--- src/rtl/pdm_rx_pkg.sv ---
// Package: shared types for the PDM microphone receiver.
// Assumes nothing beyond IEEE 1800-2017 packages.
package pdm_rx_pkg;

    // Transition of the microphone clock at which a bit is taken.
    typedef enum logic {
        EDGE_RISE = 1'b0,
        EDGE_FALL = 1'b1
    } edge_sel_e;

endpackage

--- src/rtl/pdm_clk_div.sv ---
// Module: pdm_clk_div
// Divides the system clock into a 50%-duty microphone bit clock. Each phase
// lasts max(half_div,1) system cycles. Pulses rise_evt or fall_evt in the
// cycle whose closing edge flips the clock register.
// Assumes half_div is held stable by the integrator while running; a change
// takes effect at the latest at the end of the current phase.
module pdm_clk_div #(
    parameter int DIV_W = 8
) (
    input  logic             clk,
    input  logic             rst_n,
    input  logic [DIV_W-1:0] half_div,
    output logic             mic_clk,
    output logic             rise_evt,
    output logic             fall_evt
);

    logic [DIV_W-1:0] phase_cnt;
    logic [DIV_W-1:0] half_eff;
    logic             phase_end;
    logic             clk_q;

    // Effective half period: a zero setting behaves as one.
    always_comb begin
        half_eff  = (half_div == '0) ? DIV_W'(1) : half_div;
        phase_end = rst_n && (phase_cnt >= (half_eff - DIV_W'(1)));
        rise_evt  = phase_end && !clk_q;
        fall_evt  = phase_end && clk_q;
    end

    // Phase counter and clock register.
    always_ff @(posedge clk) begin
        if (!rst_n) begin
            phase_cnt <= '0;
            clk_q     <= 1'b0;
        end else if (phase_end) begin
            phase_cnt <= '0;
            clk_q     <= !clk_q;
        end else begin
            phase_cnt <= phase_cnt + DIV_W'(1);
        end
    end

    assign mic_clk = clk_q;

    AST_RISE_FOLLOWS: assert property (@(posedge clk) disable iff (!rst_n)
        rise_evt |=> mic_clk);
    AST_FALL_FOLLOWS: assert property (@(posedge clk) disable iff (!rst_n)
        fall_evt |=> !mic_clk);
    AST_NO_STRAY_TOGGLE: assert property (@(posedge clk) disable iff (!rst_n)
        !$stable(mic_clk) |-> $past(rise_evt || fall_evt));

endmodule

--- src/rtl/pdm_sync.sv ---
// Module: pdm_sync
// Multi-flop synchronizer for the asynchronous microphone data line.
// Assumes STAGES >= 2; the output lags the input by STAGES system cycles.
module pdm_sync #(
    parameter int STAGES = 2
) (
    input  logic clk,
    input  logic rst_n,
    input  logic d_async,
    output logic d_sync
);

    logic [STAGES-1:0] chain;

    generate
        for (genvar s = 0; s < STAGES; s++) begin : g_stage
            // One stage of the synchronizer chain.
            always_ff @(posedge clk) begin
                if (!rst_n) begin
                    chain[s] <= 1'b0;
                end else if (s == 0) begin
                    chain[s] <= d_async;
                end else begin
                    chain[s] <= chain[(s == 0) ? 0 : s - 1];
                end
            end
        end
    endgenerate

    assign d_sync = chain[STAGES-1];

endmodule

--- src/rtl/pdm_win_count.sv ---
// Module: pdm_win_count
// Counts '1' bits taken at the selected microphone clock transition over a
// window of 2^win bits and publishes the count with a one-cycle strobe.
// Channel select and window length are latched during reset and at each
// window boundary only. Assumes at least two system cycles per microphone
// clock period.
module pdm_win_count
    import pdm_rx_pkg::*;
#(
    parameter int WIN_LOG_MAX = 8,
    parameter int WSEL_W      = $clog2(WIN_LOG_MAX + 1),
    parameter int CNT_W       = WIN_LOG_MAX + 1
) (
    input  logic              clk,
    input  logic              rst_n,
    input  logic              rise_evt,
    input  logic              fall_evt,
    input  logic              bit_in,
    input  logic              chan_sel,
    input  logic [WSEL_W-1:0] win_log,
    output logic [CNT_W-1:0]  pcm,
    output logic              pcm_valid
);

    localparam logic [WSEL_W-1:0] WIN_CAP = WSEL_W'(WIN_LOG_MAX);
    localparam logic [CNT_W-1:0]  ONE     = CNT_W'(1);

    edge_sel_e         sel_q;
    logic [WSEL_W-1:0] win_q;
    logic [WSEL_W-1:0] win_clamped;
    logic [CNT_W-1:0]  win_last;
    logic [CNT_W-1:0]  samp_cnt;
    logic [CNT_W-1:0]  ones_cnt;
    logic              take;
    logic              boundary;

    // Clamp the requested window, find the last index and the sampling strobe.
    always_comb begin
        win_clamped = (win_log > WIN_CAP) ? WIN_CAP : win_log;
        win_last    = (ONE << win_q) - ONE;
        take        = (sel_q == EDGE_FALL) ? fall_evt : rise_evt;
        boundary    = take && (samp_cnt == win_last);
    end

    // Window counters, output register and boundary latching of settings.
    always_ff @(posedge clk) begin
        if (!rst_n) begin
            samp_cnt  <= '0;
            ones_cnt  <= '0;
            pcm       <= '0;
            pcm_valid <= 1'b0;
            sel_q     <= edge_sel_e'(chan_sel);
            win_q     <= win_clamped;
        end else begin
            pcm_valid <= 1'b0;
            if (boundary) begin
                pcm       <= ones_cnt + CNT_W'(bit_in);
                pcm_valid <= 1'b1;
                samp_cnt  <= '0;
                ones_cnt  <= '0;
                sel_q     <= edge_sel_e'(chan_sel);
                win_q     <= win_clamped;
            end else if (take) begin
                samp_cnt  <= samp_cnt + ONE;
                ones_cnt  <= ones_cnt + CNT_W'(bit_in);
            end
        end
    end

    AST_NO_OVERFLOW: assert property (@(posedge clk) disable iff (!rst_n)
        ones_cnt <= samp_cnt);
    AST_VALID_PULSE: assert property (@(posedge clk) disable iff (!rst_n)
        pcm_valid |=> !pcm_valid);
    AST_CFG_AT_BOUNDARY: assert property (@(posedge clk) disable iff (!rst_n)
        (!$stable(sel_q) || !$stable(win_q)) |-> pcm_valid);
    AST_WIN_CAPPED: assert property (@(posedge clk) disable iff (!rst_n)
        pcm_valid |-> (pcm <= (ONE << win_q) || !$stable(win_q)));

endmodule

--- src/rtl/pdm_mic_rx.sv ---
// Module: pdm_mic_rx (top)
// PDM microphone receiver: bit clock generation, data synchronization and
// ones-count decimation over a programmable power-of-two window.
// Assumes half_div >= 3 so that the synchronizer latency stays inside
// one clock phase.
module pdm_mic_rx #(
    parameter int DIV_W       = 8,
    parameter int WIN_LOG_MAX = 8,
    parameter int SYNC_STAGES = 2,
    parameter int WSEL_W      = $clog2(WIN_LOG_MAX + 1),
    parameter int CNT_W       = WIN_LOG_MAX + 1
) (
    input  logic              clk,
    input  logic              rst_n,
    input  logic [DIV_W-1:0]  half_div,
    input  logic              chan_sel,
    input  logic [WSEL_W-1:0] win_log,
    output logic              mic_clk,
    input  logic              mic_data,
    output logic [CNT_W-1:0]  pcm,
    output logic              pcm_valid
);

    logic rise_evt;
    logic fall_evt;
    logic data_sync;

    pdm_clk_div #(.DIV_W(DIV_W)) u_clk_div (
        .clk      (clk),
        .rst_n    (rst_n),
        .half_div (half_div),
        .mic_clk  (mic_clk),
        .rise_evt (rise_evt),
        .fall_evt (fall_evt)
    );

    pdm_sync #(.STAGES(SYNC_STAGES)) u_sync (
        .clk     (clk),
        .rst_n   (rst_n),
        .d_async (mic_data),
        .d_sync  (data_sync)
    );

    pdm_win_count #(
        .WIN_LOG_MAX (WIN_LOG_MAX),
        .WSEL_W      (WSEL_W),
        .CNT_W       (CNT_W)
    ) u_win_count (
        .clk       (clk),
        .rst_n     (rst_n),
        .rise_evt  (rise_evt),
        .fall_evt  (fall_evt),
        .bit_in    (data_sync),
        .chan_sel  (chan_sel),
        .win_log   (win_log),
        .pcm       (pcm),
        .pcm_valid (pcm_valid)
    );

    AST_RESET_IDLE: assert property (@(posedge clk)
        !rst_n |=> (!mic_clk && !pcm_valid && pcm == '0));

endmodule

--- config.mk ---
export PLATFORM = sky130hd
export DESIGN_NAME = pdm_mic_rx
export DESIGN_NICKNAME = d
export VERILOG_FILES = /design/src/rtl/pdm_rx_pkg.sv /design/src/rtl/pdm_clk_div.sv /design/src/rtl/pdm_sync.sv /design/src/rtl/pdm_win_count.sv /design/src/rtl/pdm_mic_rx.sv
export SDC_FILE = /design/constraint.sdc
export NUM_CORES = 1
export LEC_CHECK = 0
export BUFFER_PORTS_ARGS = -buffer_cell sky130_fd_sc_hd__buf_4
export CAP_MARGIN = 20
export CORE_MARGIN = 1.5
export CORE_UTILIZATION = 23
export DETAILED_ROUTE_END_ITERATION = 10
export HOLD_SLACK_MARGIN = 0.1
export PLACE_DENSITY_LB_ADDON = 0.12
export SYNTH_ARGS = -nofsm -noshare
export SYNTH_HDL_FRONTEND = slang
export SYNTH_SLANG_ARGS = --single-unit
export TNS_END_PERCENT = 10
--- constraint.sdc ---
create_clock -name clk -period 3.3 [get_ports clk]
set_input_delay 0 -clock clk [delete_from_list [all_inputs] [get_ports clk]]
set_output_delay 0 -clock clk [all_outputs]
set_load 0.01 [all_outputs]
==> run summary <==
The run finished with clean final reports. After technology mapping, the gate count stands at roughly 280. The number of DRC markers after the initial detailed-route iteration is 39. The total of cells resized after clock tree synthesis came out at 0. The worst path in the final design needs a cycle of roughly 2.9 ns, including I/O delays and setup.

The critical path goes through or4_4 -> ha_1 -> nor4_1 -> o21ai_0 -> a311o_1 -> nor3_4 -> a31o_4 -> buf_12 -> o22ai_2. Across every metal layer, demand over resource in global routing totals 0.101. The path type of the worst min-delay path is reg -> reg.

The delay of the slowest cell on the worst path is around 0.56 ns. The setup path with the least slack is of type reg -> reg. The slowest stage of the critical path belongs to the cell sky130_fd_sc_hd__or4_4. The finished cells cover 3090 µm². The standard cell area after detailed placement came out at between 2000 and 3000 µm². TritonCTS built the clock tree. The final number of setup-violating endpoints came out at 0. The total buffers and inverters traversed by the critical path is 1. The via count of the first global-routing pass is around 1900. The warning count from the yosys run came out at 0. In this run the static leakage power is approximately 1.1 nW. The endpoint arrival time on the critical path is a little over 3 ns. The library cells used most frequently in the layout, excluding fill and tap cells, are 39 x sky130_fd_sc_hd__dfxtp_1, 36 x sky130_fd_sc_hd__buf_4, 30 x sky130_fd_sc_hd__nor2_1. Leaving out fill and tap cells, the most frequent cell in the layout is sky130_fd_sc_hd__dfxtp_1. The part of the Yosys area used for sequential elements came out at 0.370. The synthesized cell area is about 2500 µm². The initial antenna violation count is 0. The average instance in the mapped netlist occupies around 9.1 µm². The largest buffer count on any clock path is 2. The clock input transition at the sequential cells of the worst setup and hold paths came out at around 0.080 ns. The family with the most delay on the worst path is simple AND/OR/NAND/NOR gates. In this run the remaining antenna-violating nets after routing total 0. The peak ir drop on the vdd network is 0.139 mV. The overall routed net length is between 5000 and 6000 µm.

The final-stage net count came out at 347. The H-tree was split into 2 levels. The total power per unit cell area came out at between 300 and 400 nW/µm².

The count of distinct cell types in the synthesized netlist is about 50. The required arrival time at the worst endpoint is ~3.5 ns. The first-pass GRT wire length came out at 9200 µm. The total half-perimeter wirelength after legalization and detailed placement came out at 4060 µm. The number of antenna cells inserted came out at 0. The biggest area contributor in the post-synthesis netlist is sky130_fd_sc_hd__dfxtp_1. The floorplan step defined a die boundary enclosing 11600 µm².

The largest net degree at the start of global routing came out at 21. On the final layout, the worst clock skew is ~0.013 ns. The number of hold violations in the final report came out at 0. The number of vias per cell after detailed routing is ~4.4. The overall overflow remaining after global route came out at 0. For the pin with the worst max-slew slack, the measured transition is between 0.4 and 0.5 ns. The number of primary I/O pins came out at 27. The setup fix buffers added after clock tree synthesis came out at 0. The number of detailed-routing iterations run before antenna repair came out at 4. Relative to the synthesized area, the layout overhead comes to 22.5%. The headroom to the max-slew limit is 0.715. The count of port buffers added during placement is 26.

From left edge to right edge, the die measures 108 µm. The setup TNS came out at 0 ns. The post-route clock period utilization is 0.880. In the final layout, the share of cells above drive strength 1 is 0.179.

The synthesized design contains 5 enable-type register cells. The flip-flop and latch count after synthesis is 44. Setup repair after global routing left no endpoint under its margin. The die outline height is 108 µm. The vias after detailed routing came out at about 2000. Along the worst path, the maximum fanout reaches 14. The max-capacitance violation count is 0.

The number of buffers inserted during clock tree synthesis came out at 5. The area of the placeable core is 10700 µm². The hold buffer count at CTS is 8.

In the post-synthesis netlist, the biggest area contributors are sky130_fd_sc_hd__dfxtp_1 31%, sky130_fd_sc_hd__xnor2_1 7.7%, sky130_fd_sc_hd__ha_1 7.0%. The post-detailed-route wirelength per cell came out at 12.0 µm. The number of pins exceeding their max-slew limit in the final report is 0.

The final RePlAce weighted congestion is between 0.7 and 0.8. The area share of the largest cell type after synthesis came out at 0.310. In the synthesized netlist the dominant register cell turns out to be sky130_fd_sc_hd__dfxtp_1. Static timing analysis puts the maximum clock frequency at ~340 MHz. The clock sink count came out at 44.

STA classifies the critical path endpoint as a register. The share of flip-flops with an asynchronous set or reset after synthesis came out at 0. The tree is rooted in a sky130_fd_sc_hd__clkbuf_8. The number of cell rows came out at 38. STA classifies the critical path startpoint as a register. The clock latency on the worst-skew pair is 0.30 ns. The starting density of the core is 0.234. In the routed design, unresolved DRC markers number 0.

The net count after synthesis came out at just over 300.
## flip-flops by register name, summed over array words and instances (netlist names)
register / flops
u_clk_div.mic_clk: 1
u_sync.chain: 1
u_win_count.win_q: 4
u_win_count.sel_q: 1
u_sync.d_sync: 1
u_win_count.samp_cnt: 9
u_win_count.ones_cnt: 9
u_win_count.pcm: 9
u_clk_div.phase_cnt: 8
u_win_count.pcm_valid: 1
## routing by layer
layer  share of wire  global-route usage
met3           0.026              0.0176
met5               0                   0
met4           0.013              0.0367
met2            0.45               0.160
met1            0.51               0.137
## synth_stat cells (all sizes together), types with 4 or more instances
master,count
nor3,16
or3,5
nand2,18
nor4,6
dfxtp,39
buf,7
edfxtp,5
xor2,13
a21oi,7
nand3,18
o21ai,5
clkbuf,6
nor2,30
inv,10
a31oi,4
xnor2,22
ha,14
## power breakdown
group / internal [mW] / switching [mW] / leakage, nW
registers: 0.551 / 0.00849 / 0.364
clock network: 0.171 / 0.184 / 0.0488
logic: 0.0700 / 0.0745 / 0.731
## final timing paths
kind / cells past startpoint / to / slack (ns) / from
max: 9 / u_win_count.pcm[5]$_SDFFE_PN0P_ / 0.40 / u_win_count.win_q[3]$_SDFFCE_PN1P_
min: 1 / u_sync.d_sync$_SDFF_PN0_ / 0.44 / u_sync.chain[0]$_SDFF_PN0_
max reg2reg: 9 / u_win_count.pcm[5]$_SDFFE_PN0P_ / 0.40 / u_win_count.win_q[3]$_SDFFCE_PN1P_
min reg2reg: 1 / u_sync.d_sync$_SDFF_PN0_ / 0.44 / u_sync.chain[0]$_SDFF_PN0_
## layout make-up
class / count / area, µm²
Timing Repair Buffer: 46 / 390
Clock inverter: 1 / 6.26
Sequential cell: 44 / 931
Tap cell: 140 / 175
Multi-Input combinational cell: 210 / 1460
Clock buffer: 7 / 86.3
Fill cell: 1189 / 7660
Inverter: 10 / 37.5
## through the flow
stage / hold slack, ns / util / total power, mW / instances / setup WS [ns]
finish: 0.441 / 0.287 / 1.06 / 458 / 0.397
global route: 0.452 / 0.287 / 1.12 / 458 / 0.146
CTS: 0.439 / 0.287 / 1.08 / 458 / 0.361
detailed placement: 0.199 / 0.271 / 0.711 / 442 / 0.161
global placement: 0.198 / 0.271 / 0.712 / 442 / 0.196
floorplan: 0.0989 / - / 0.665 / 277 / 0.242
## worst register-to-register path: cells and delay by family, from the launching register on
kind,cells,cell delay (ns)
compound gates,4,0.94
fa+ha+maj,1,0.30
buf+inv,1,0.18
flops,1,0.40
simple gates,3,0.99
## cell families after synthesis
kind of cell / after synthesis / share of synthesized area
AO/OA/AOI/OAI: 36 / 0.110
XOR/XNOR: 35 / 0.122
adder cells (fa/ha/maj): 14 / 0.0695
multiplexers: 3 / 0.0119
AND/OR/NAND/NOR: 122 / 0.266
flip-flops: 44 / 0.370
buffers and inverters: 23 / 0.0512
(Power assumes the default switching activity.)
